===== config.mk =====
export PLATFORM = sky130hd
export DESIGN_NAME = mdm_line_ctrl
export DESIGN_NICKNAME = d
export VERILOG_FILES = /design/src/rtl/mdm_pkg.sv /design/src/rtl/mdm_sync.sv /design/src/rtl/mdm_edge_flag.sv /design/src/rtl/mdm_regs.sv /design/src/rtl/mdm_line_ctrl.sv
export SDC_FILE = /design/constraint.sdc
export NUM_CORES = 1
export LEC_CHECK = 0
export ABC_CLOCK_PERIOD_IN_PS = 3200
export BUFFER_PORTS_ARGS = -buffer_cell sky130_fd_sc_hd__buf_2
export CAP_MARGIN = 30
export CORE_MARGIN = 4
export CORE_UTILIZATION = 51
export CTS_CLUSTER_SIZE = 16
export DETAILED_ROUTE_END_ITERATION = 7
export PLACE_DENSITY_LB_ADDON = 0.15
export SETUP_SLACK_MARGIN = 0.05
export SLEW_MARGIN = 20
export SYNTH_ARGS = -nofsm -noshare
export SYNTH_HDL_FRONTEND = slang
export SYNTH_SLANG_ARGS = --single-unit

===== constraint.sdc =====
create_clock -name clk -period 3.2 [get_ports clk]
set_clock_uncertainty 0.05 [all_clocks]
set_input_delay 0.96 -clock clk [delete_from_list [all_inputs] [get_ports clk]]
set_output_delay 0.96 -clock clk [all_outputs]
set_load 0.01 [all_outputs]

===== src/rtl/mdm_pkg.sv =====
package mdm_pkg;
    localparam int DATA_W   = 8;
    localparam int ADDR_W   = 2;
    localparam int N_LINES  = 4;
    localparam int N_WATCH  = 2;

    localparam int LN_RI  = 0;
    localparam int LN_CTS = 1;
    localparam int LN_DCD = 2;
    localparam int LN_DSR = 3;

    typedef enum logic [ADDR_W-1:0] {
        ADR_CTL   = 2'd0,
        ADR_LINES = 2'd1,
        ADR_EDGE  = 2'd2,
        ADR_TOP   = 2'd3
    } reg_addr_e;

    // watched line g maps to input line index
    function automatic int watch_line(input int g);
        return (g == 0) ? LN_CTS : LN_DCD;
    endfunction
endpackage


===== src/rtl/mdm_sync.sv =====
module mdm_sync #(
    parameter int WIDTH  = 4,
    parameter int STAGES = 2
) (
    input  logic             clk,
    input  logic             rst_n,
    input  logic [WIDTH-1:0] raw_i,
    output logic [WIDTH-1:0] lvl_o
);
    typedef struct packed {
        logic [STAGES-1:0][WIDTH-1:0] chain;
    } sync_t;

    sync_t st_d, st_q;

    always_comb begin
        st_d = st_q;
        st_d.chain[0] = raw_i;
        for (int s = 1; s < STAGES; s++) begin
            st_d.chain[s] = st_q.chain[s-1];
        end
    end

    always_ff @(posedge clk or negedge rst_n) begin
        if (!rst_n) st_q <= '0;
        else        st_q <= st_d;
    end

    assign lvl_o = st_q.chain[STAGES-1];
endmodule


===== src/rtl/mdm_edge_flag.sv =====
module mdm_edge_flag (
    input  logic clk,
    input  logic rst_n,
    input  logic lvl_i,
    input  logic any_i,
    input  logic clr_i,
    output logic pend_o
);
    typedef struct packed {
        logic prev;
        logic pend;
    } edge_t;

    edge_t st_d, st_q;
    logic  hit_w;

    always_comb begin
        st_d      = st_q;
        hit_w     = any_i ? (st_q.prev ^ lvl_i) : (st_q.prev & ~lvl_i);
        st_d.prev = lvl_i;
        st_d.pend = (st_q.pend & ~clr_i) | hit_w;
    end

    always_ff @(posedge clk or negedge rst_n) begin
        if (!rst_n) st_q <= '0;
        else        st_q <= st_d;
    end

    assign pend_o = st_q.pend;

    AST_ANY_EDGE_SETS: assert property (@(posedge clk) disable iff (!rst_n)
        (any_i && (st_q.prev != lvl_i)) |=> pend_o);
    AST_RISE_IGNORED: assert property (@(posedge clk) disable iff (!rst_n)
        (!any_i && !pend_o && !(st_q.prev && !lvl_i)) |=> !pend_o);
    AST_READ_CLEARS: assert property (@(posedge clk) disable iff (!rst_n)
        (clr_i && !hit_w) |=> !pend_o);
    AST_EDGE_NOT_LOST: assert property (@(posedge clk) disable iff (!rst_n)
        (clr_i && hit_w) |=> pend_o);
endmodule


===== src/rtl/mdm_regs.sv =====
module mdm_regs
    import mdm_pkg::*;
(
    input  logic                 clk,
    input  logic                 rst_n,
    input  logic                 wr_en_i,
    input  logic                 rd_en_i,
    input  logic [ADDR_W-1:0]    addr_i,
    input  logic [DATA_W-1:0]    wdata_i,
    output logic [DATA_W-1:0]    rdata_o,
    input  logic [N_LINES-1:0]   lvl_i,
    input  logic [N_WATCH-1:0]   pend_i,
    output logic [N_WATCH-1:0]   any_edge_o,
    output logic                 clr_o,
    output logic                 dtr_bit_o,
    output logic                 rts_bit_o,
    output logic                 loop_o,
    output logic                 irq_o
);
    typedef struct packed {
        logic [2:0]         ctl;
        logic [N_WATCH-1:0] lmask;
        logic [N_WATCH-1:0] anye;
        logic               smask;
    } regs_t;

    regs_t rg_d, rg_q;
    logic  sum_w;
    logic  unused_wdata;

    assign unused_wdata = ^wdata_i[DATA_W-1:4];

    always_comb begin
        rg_d = rg_q;
        if (wr_en_i) begin
            unique case (reg_addr_e'(addr_i))
                ADR_CTL:  rg_d.ctl = wdata_i[2:0];
                ADR_EDGE: begin
                    rg_d.lmask = wdata_i[N_WATCH-1:0];
                    rg_d.anye  = wdata_i[2*N_WATCH-1:N_WATCH];
                end
                ADR_TOP:  rg_d.smask = wdata_i[0];
                default:  ;
            endcase
        end
    end

    always_ff @(posedge clk or negedge rst_n) begin
        if (!rst_n) rg_q <= '0;
        else        rg_q <= rg_d;
    end

    assign sum_w = |(pend_i & rg_q.lmask);

    always_comb begin
        rdata_o = '0;
        unique case (reg_addr_e'(addr_i))
            ADR_CTL:   rdata_o[2:0] = rg_q.ctl;
            ADR_LINES: rdata_o[N_LINES+N_WATCH-1:0] = {pend_i, lvl_i};
            ADR_EDGE:  rdata_o[2*N_WATCH-1:0] = {rg_q.anye, rg_q.lmask};
            ADR_TOP:   rdata_o[1:0] = {sum_w, rg_q.smask};
            default:   ;
        endcase
    end

    assign clr_o      = rd_en_i && (reg_addr_e'(addr_i) == ADR_LINES);
    assign any_edge_o = rg_q.anye;
    assign dtr_bit_o  = rg_q.ctl[0];
    assign rts_bit_o  = rg_q.ctl[1];
    assign loop_o     = rg_q.ctl[2];
    assign irq_o      = sum_w & rg_q.smask;

    AST_LINES_WRITE_IGNORED: assert property (@(posedge clk) disable iff (!rst_n)
        (wr_en_i && reg_addr_e'(addr_i) == ADR_LINES) |=> (rg_q == $past(rg_q)));
endmodule


===== src/rtl/mdm_line_ctrl.sv =====
module mdm_line_ctrl
    import mdm_pkg::*;
(
    input  logic              clk,
    input  logic              rst_n,
    input  logic              wr_en_i,
    input  logic              rd_en_i,
    input  logic [ADDR_W-1:0] addr_i,
    input  logic [DATA_W-1:0] wdata_i,
    output logic [DATA_W-1:0] rdata_o,
    input  logic              line_ri_i,
    input  logic              line_cts_i,
    input  logic              line_dcd_i,
    input  logic              line_dsr_i,
    output logic              dtr_pin_o,
    output logic              rts_pin_o,
    output logic              ext_irq_o,
    input  logic              ser_tx_i,
    output logic              ser_rx_o,
    output logic              txd_pin_o,
    input  logic              rxd_pin_i
);
    logic [N_LINES-1:0] raw_w, lvl_w;
    logic [N_WATCH-1:0] pend_w, any_w;
    logic clr_w, dtr_bit_w, rts_bit_w, loop_w;

    always_comb begin
        raw_w          = '0;
        raw_w[LN_RI]   = line_ri_i;
        raw_w[LN_CTS]  = line_cts_i;
        raw_w[LN_DCD]  = line_dcd_i;
        raw_w[LN_DSR]  = line_dsr_i;
    end

    mdm_sync #(.WIDTH(N_LINES), .STAGES(2)) u_sync (
        .clk   (clk),
        .rst_n (rst_n),
        .raw_i (raw_w),
        .lvl_o (lvl_w)
    );

    for (genvar g = 0; g < N_WATCH; g++) begin : g_watch
        mdm_edge_flag u_flag (
            .clk    (clk),
            .rst_n  (rst_n),
            .lvl_i  (lvl_w[watch_line(g)]),
            .any_i  (any_w[g]),
            .clr_i  (clr_w),
            .pend_o (pend_w[g])
        );
    end

    mdm_regs u_regs (
        .clk        (clk),
        .rst_n      (rst_n),
        .wr_en_i    (wr_en_i),
        .rd_en_i    (rd_en_i),
        .addr_i     (addr_i),
        .wdata_i    (wdata_i),
        .rdata_o    (rdata_o),
        .lvl_i      (lvl_w),
        .pend_i     (pend_w),
        .any_edge_o (any_w),
        .clr_o      (clr_w),
        .dtr_bit_o  (dtr_bit_w),
        .rts_bit_o  (rts_bit_w),
        .loop_o     (loop_w),
        .irq_o      (ext_irq_o)
    );

    assign dtr_pin_o = ~dtr_bit_w;
    assign rts_pin_o = ~rts_bit_w;
    assign ser_rx_o  = loop_w ? ser_tx_i : rxd_pin_i;
    assign txd_pin_o = loop_w ? 1'b1     : ser_tx_i;

    AST_PIN_INVERTED: assert property (@(posedge clk) disable iff (!rst_n)
        (wr_en_i && addr_i == ADR_CTL) |=>
        (dtr_pin_o == !$past(wdata_i[0])) && (rts_pin_o == !$past(wdata_i[1])));
    AST_IRQ_NEEDS_FLAG: assert property (@(posedge clk) disable iff (!rst_n)
        ext_irq_o |-> (|pend_w));
    AST_LOOP_IDLE_PIN: assert property (@(posedge clk) disable iff (!rst_n)
        loop_w |-> (txd_pin_o && (ser_rx_o == ser_tx_i)));
endmodule


After elaboration in Yosys (flattened, before gate mapping) --
Cells that the tools add are included.
Storage, ports and cells: output and inout bits 13, register bits after elaboration 20
Cells by class: bitwise logic cells 15, reduce and logical (&&, ||, !) cells 6, equality and inequality tests 3, mux-type cells 8
Operator list (number):
- $pmux 2 s4 | 1
- $reduce_and 2->1 | 3
- $and 1x1->1 | 5
- $not 1->1 | 5
- $eq 2x2->1 const B | 2
- $mux 1 | 4
- $pmux 1 s3 | 1
- $and 2x2->2 | 1
- $eq 2x1->1 const B | 1
- $logic_not 2->1 | 1
- $mux 2 | 1
- $or 1x1->1 | 2
- $pmux 1 s2 | 1
- $reduce_or 2->1 | 1
- $xor 1x1->1 | 2
- $logic_and 1x1->1 | 1

Depth between registers and ports, before layout --
depth in word-level cells 5, gate-level depth with buffers 5, gate-level depth less buffers 5

Cells and area by module --
A second synthesis with hierarchy kept.
Unflattened totals: cells, all modules 76, area total of the unflattened synthesis 958.4 sq um
Modules (own cells, without submodules):
- mdm_regs | cells an instance 48, area each 544.3 sq um, instances 1
- mdm_sync | cells an instance 8, area each 200.2 sq um, instances 1
- mdm_edge_flag | cells an instance 8, area each 92.6 sq um, instances 2
- mdm_line_ctrl | cells an instance 4, area each 28.8 sq um, instances 1

Worst setup path before layout --
OpenSTA, ideal clock, no wires.
path type input to output, start in addr_i[1], end out rdata_o[1], stages on the path 5, arrival time 1.728 ns, setup slack 0.462 ns, cells stage by stage inv_1 ha_1 a221o_1 a21oi_1 a21oi_1
Between the ends: word-level cells in the longest chain between the ends 2
RTL lines:
- start, declared | RTL line mdm_line_ctrl.sv:8 | input logic [ADDR_W-1:0] addr_i,
- $eq 2x2->1 (tied with other cells) | RTL line mdm_regs.sv:57 | unique case (reg_addr_e'(addr_i))
- $pmux 2 s4 (*) | RTL line mdm_regs.sv:57
- end, declared | RTL line mdm_line_ctrl.sv:10 | output logic [DATA_W-1:0] rdata_o,
Every way passes the cells marked *; elsewhere a longest branch is shown, timed or not.

Final worst setup path --
Ends and elaborated chain as after synthesis.

==> flow_summary.rst <==
.. list-table::
   :header-rows: 1

   * - Metric
     - Value
   * - Num Clock Sinks
     - 20
   * - Crit end category
     - output pin
   * - Number of distinct library cell variants in the gate-level netlist after synthesis
     - 20
   * - PD cells
     - 488 nW/µm²
   * - Fraction of the cycle the final worst path needs
     - 0.952
   * - Number of global-route vias before repair
     - 671
   * - Mapped Avg Cell Area
     - 12.6 µm²
   * - Floorplan die height
     - about 50 µm
   * - Worst Hold Class
     - reg2reg
   * - Source of the critical timing path
     - addr_i[1]
   * - DIE WIDTH
     - ~50 µm
   * - Total Negative Setup Slacks
     - 0 ns
   * - Clock latency reported for the late side of the worst-skew pair
     - 0.29 ns
   * - Standard cell core area
     - 1590 µm²
   * - Leakage power figure
     - 0.568 nW
   * - Top achievable clock speed
     - 328 MHz
   * - Pre-antenna DRT Iters
     - 5
   * - Wire length per cell after detailed routing
     - approximately 13 µm
   * - Startpoint of the worst-slack reg-to-reg timing path
     - u_sync.lvl_o[2]$_DFF_PN0_
   * - Capturing element of the worst setup path
     - rdata_o[1]
   * - Deepest clock path buffer count
     - 2
   * - R2R Path End
     - g_watch[1].u_flag.pend_o$_DFF_PN0_
   * - Synthesized area
     - just over 900 µm²
   * - Library cell used as clock root buffer
     - sky130_fd_sc_hd__clkbuf_4
   * - Endpoints failing hold
     - 0
   * - Required arrival time at the worst endpoint
     - 2.19 ns
   * - GPL Wtd Cong
     - a little over 0.7
   * - Synthesized instance count
     - about 70
   * - Number of buffers inserted to repair setup after CTS
     - 0
   * - Maximum cell stage delay along the critical path
     - between 0.3 and 0.4 ns
   * - Number of top-level pins
     - 33
   * - Final count of pins violating max slew
     - 0
   * - Time the worst path needs with I/O delays and setup
     - roughly 3 ns
   * - Clock slew seen by the registers of the worst setup and hold paths
     - 0.10 ns
   * - Sequential element share of the synthesized area
     - 0.550
   * - Number of port buffers
     - 26
   * - Max Cap Violations
     - 0
   * - Floorplan row count
     - 14
   * - Outcome
     - finished, final reports clean
   * - Largest net degree at the start of global routing
     - 21
   * - CTS buffer count
     - 3
   * - Via density per instance
     - approximately 5
   * - Hold buffers post-CTS
     - 0
   * - First-pass GRT wire length
     - 2810 µm
   * - Aggregate global routing overflow
     - 0
   * - Area of all placed cells without fillers
     - 1090 µm²
   * - Total setup violations reported at the end of the flow
     - 0
   * - Die area
     - 2520 µm²
   * - Synth-to-Final Area Change
     - 19.4%
   * - Antenna violations before repair
     - 0
   * - Setup slack on the worst flop-to-flop path
     - 2.16 ns
   * - Global routing usage summed across all routing layers
     - 0.148
   * - Initial core utilization
     - 0.571
   * - Remaining routing DRC violations
     - 0
   * - Final standard cell utilization of the core
     - 0.681
   * - Start point of the worst min-delay path
     - u_sync.st_d[4]$_DFF_PN0_
   * - Max Fanout on Critical Path
     - 7
   * - Placed wire-length estimate
     - roughly 1300 µm
   * - Cells on worst reg2reg path
     - 5
   * - Commonest non-fill, non-tap cell in the layout
     - sky130_fd_sc_hd__buf_2
   * - Critical-path top delay cell
     - sky130_fd_sc_hd__a221o_1
   * - Total vias in the final route
     - 617
   * - Number of register bits inferred by synthesis
     - 20
   * - TritonCTS clock tree
     - done
   * - Share of cells above drive strength 1
     - 0.420
   * - Max IR drop VDD
     - 0.000378 V
   * - Detailed Route WL
     - around 1600 µm
   * - Crit-path cells
     - buf_2 -> inv_1 -> ha_2 -> a221o_1 -> a21oi_1 -> a21oi_1 -> buf_2
   * - Cell count of the worst hold path
     - 0
   * - Number of filler cells placed in the layout
     - 134
   * - Startpoint-to-endpoint class of the critical path
     - in2out
   * - Total power
     - between 0.5 and 0.6 mW
   * - Launching element type of the critical path
     - input pin
   * - Count of antenna-violating nets left after detailed routing
     - 0
   * - Drt initial violations
     - 38
   * - Worst endpoint data arrival time
     - around 2.0 ns
   * - Warnings, synthesis
     - 0
   * - Final antenna diode count
     - 0
   * - DP Area
     - approximately 1100 µm²
   * - Unrepaired setup endpoints after global routing
     - no
   * - Count of H-tree levels built during CTS
     - 1
   * - Number of nets at the end of the flow
     - 130
   * - Most used cells in the layout excluding fill and tap cells
     - sky130_fd_sc_hd__buf_2 (26), sky130_fd_sc_hd__dfrtp_1 (20), sky130_fd_sc_hd__nand2_1 (9)
==> layer usage <==
| metal | part of all wire | up-vias | global-route usage |
|---|---|---|---|
| met2 | 0.47 | 33 | 0.248 |
| li1 | - | 295 | - |
| met3 | 0.083 | 4 | 0.0266 |
| met1 | 0.42 | 285 | 0.173 |
| met4 | 0.023 | 0 | 0.0968 |
| met5 | 0 | - | 0 |
==> what timing repair did <==
| item | CTS | global route |
|---|---|---|
| endpoints found under the hold margin | 0 | 0 |
| gates resized for setup | 0 | 2 |
| endpoints found under the setup margin | 0 | 1 |
==> worst min-delay path by stage <==
stage,endpoint,slack (ns)
2_1_floorplan,u_sync.lvl_o[0]$_DFF_PN0_,0.28
3_3_place_gp,u_sync.lvl_o[0]$_DFF_PN0_,0.28
3_5_place_dp,u_sync.lvl_o[0]$_DFF_PN0_,0.29
4_1_cts,u_sync.lvl_o[2]$_DFF_PN0_,0.31
5_1_grt,u_sync.lvl_o[0]$_DFF_PN0_,0.32
6_report,u_sync.lvl_o[0]$_DFF_PN0_,0.31
==> cells by family after synthesis <==
logic type,share of synthesized area
DFF,0.550
and+or+nand+nor,0.0825
muxes,0.139
AOI/OAI and AO/OA,0.0729
buffers and inverters,0.0413
adders and majority gates,0.110
other,0.00412
==> through the flow <==
step                      hold WS (ns)  setup WS, ns  std cells
after detailed placement         0.287        0.0995        121
after global routing             0.320        0.0859        124
after CTS                        0.310        0.0898        124
after global placement           0.283         0.146        121
after floorplan                  0.281         0.462         73
final                            0.307         0.155        124
==> synthesized netlist by cell type <==
master                     instances  area share
sky130_fd_sc_hd__dfrtp_1          20        0.55
sky130_fd_sc_hd__nand2_1           9       0.037
sky130_fd_sc_hd__ha_1              8        0.11
sky130_fd_sc_hd__inv_1             6       0.025
sky130_fd_sc_hd__mux2_2            5       0.062
sky130_fd_sc_hd__mux2_4            4       0.066
sky130_fd_sc_hd__and2_1            3       0.021
sky130_fd_sc_hd__a21oi_1           2       0.011
sky130_fd_sc_hd__a222oi_1          2       0.022
sky130_fd_sc_hd__buf_4             2       0.017
sky130_fd_sc_hd__o21ai_0           2       0.011
sky130_fd_sc_hd__a221o_1           1       0.011
sky130_fd_sc_hd__a22o_1            1      0.0096
sky130_fd_sc_hd__a22oi_1           1      0.0083
sky130_fd_sc_hd__conb_1            1      0.0041
sky130_fd_sc_hd__mux2i_1           1       0.011
sky130_fd_sc_hd__nand2_2           1      0.0069
sky130_fd_sc_hd__nor2_1            1      0.0041
sky130_fd_sc_hd__nor2b_1           1      0.0069
sky130_fd_sc_hd__or2_2             1      0.0069
==> flip-flops by register name, indices dropped and copies added (netlist names) <==
name,cells
g_watch.u_flag.pend_o,2
g_watch.u_flag.st_q,2
u_regs.any_edge_o,2
u_regs.dtr_bit_o,1
u_regs.loop_o,1
u_regs.rg_q,3
u_regs.rts_bit_o,1
u_sync.lvl_o,4
u_sync.st_d,4
==> power breakdown <==
part           internal [mW]  leakage, nW  switching, mW
Sequential             0.281        0.231         0.0209
Clock                 0.0438       0.0138         0.0665
Combinational         0.0625        0.324         0.0546
Total                  0.388        0.568          0.142
==> area by class of cell <==
cell class	instances	area, µm²	area share
Sequential cell	20	500	0.461
Multi-Input combinational cell	45	380	0.350
Timing Repair Buffer	26	130	0.120
Tap cell	24	30.0	0.0276
Clock buffer	3	22.5	0.0207
Inverter	6	22.5	0.0207
==> critical path: cells and delay by family <==
family	cells	cell delay (ns)
buf+inv	3	0.33
fa+ha+maj	1	0.22
compound gates	3	0.52
(Power assumes the default switching activity.)
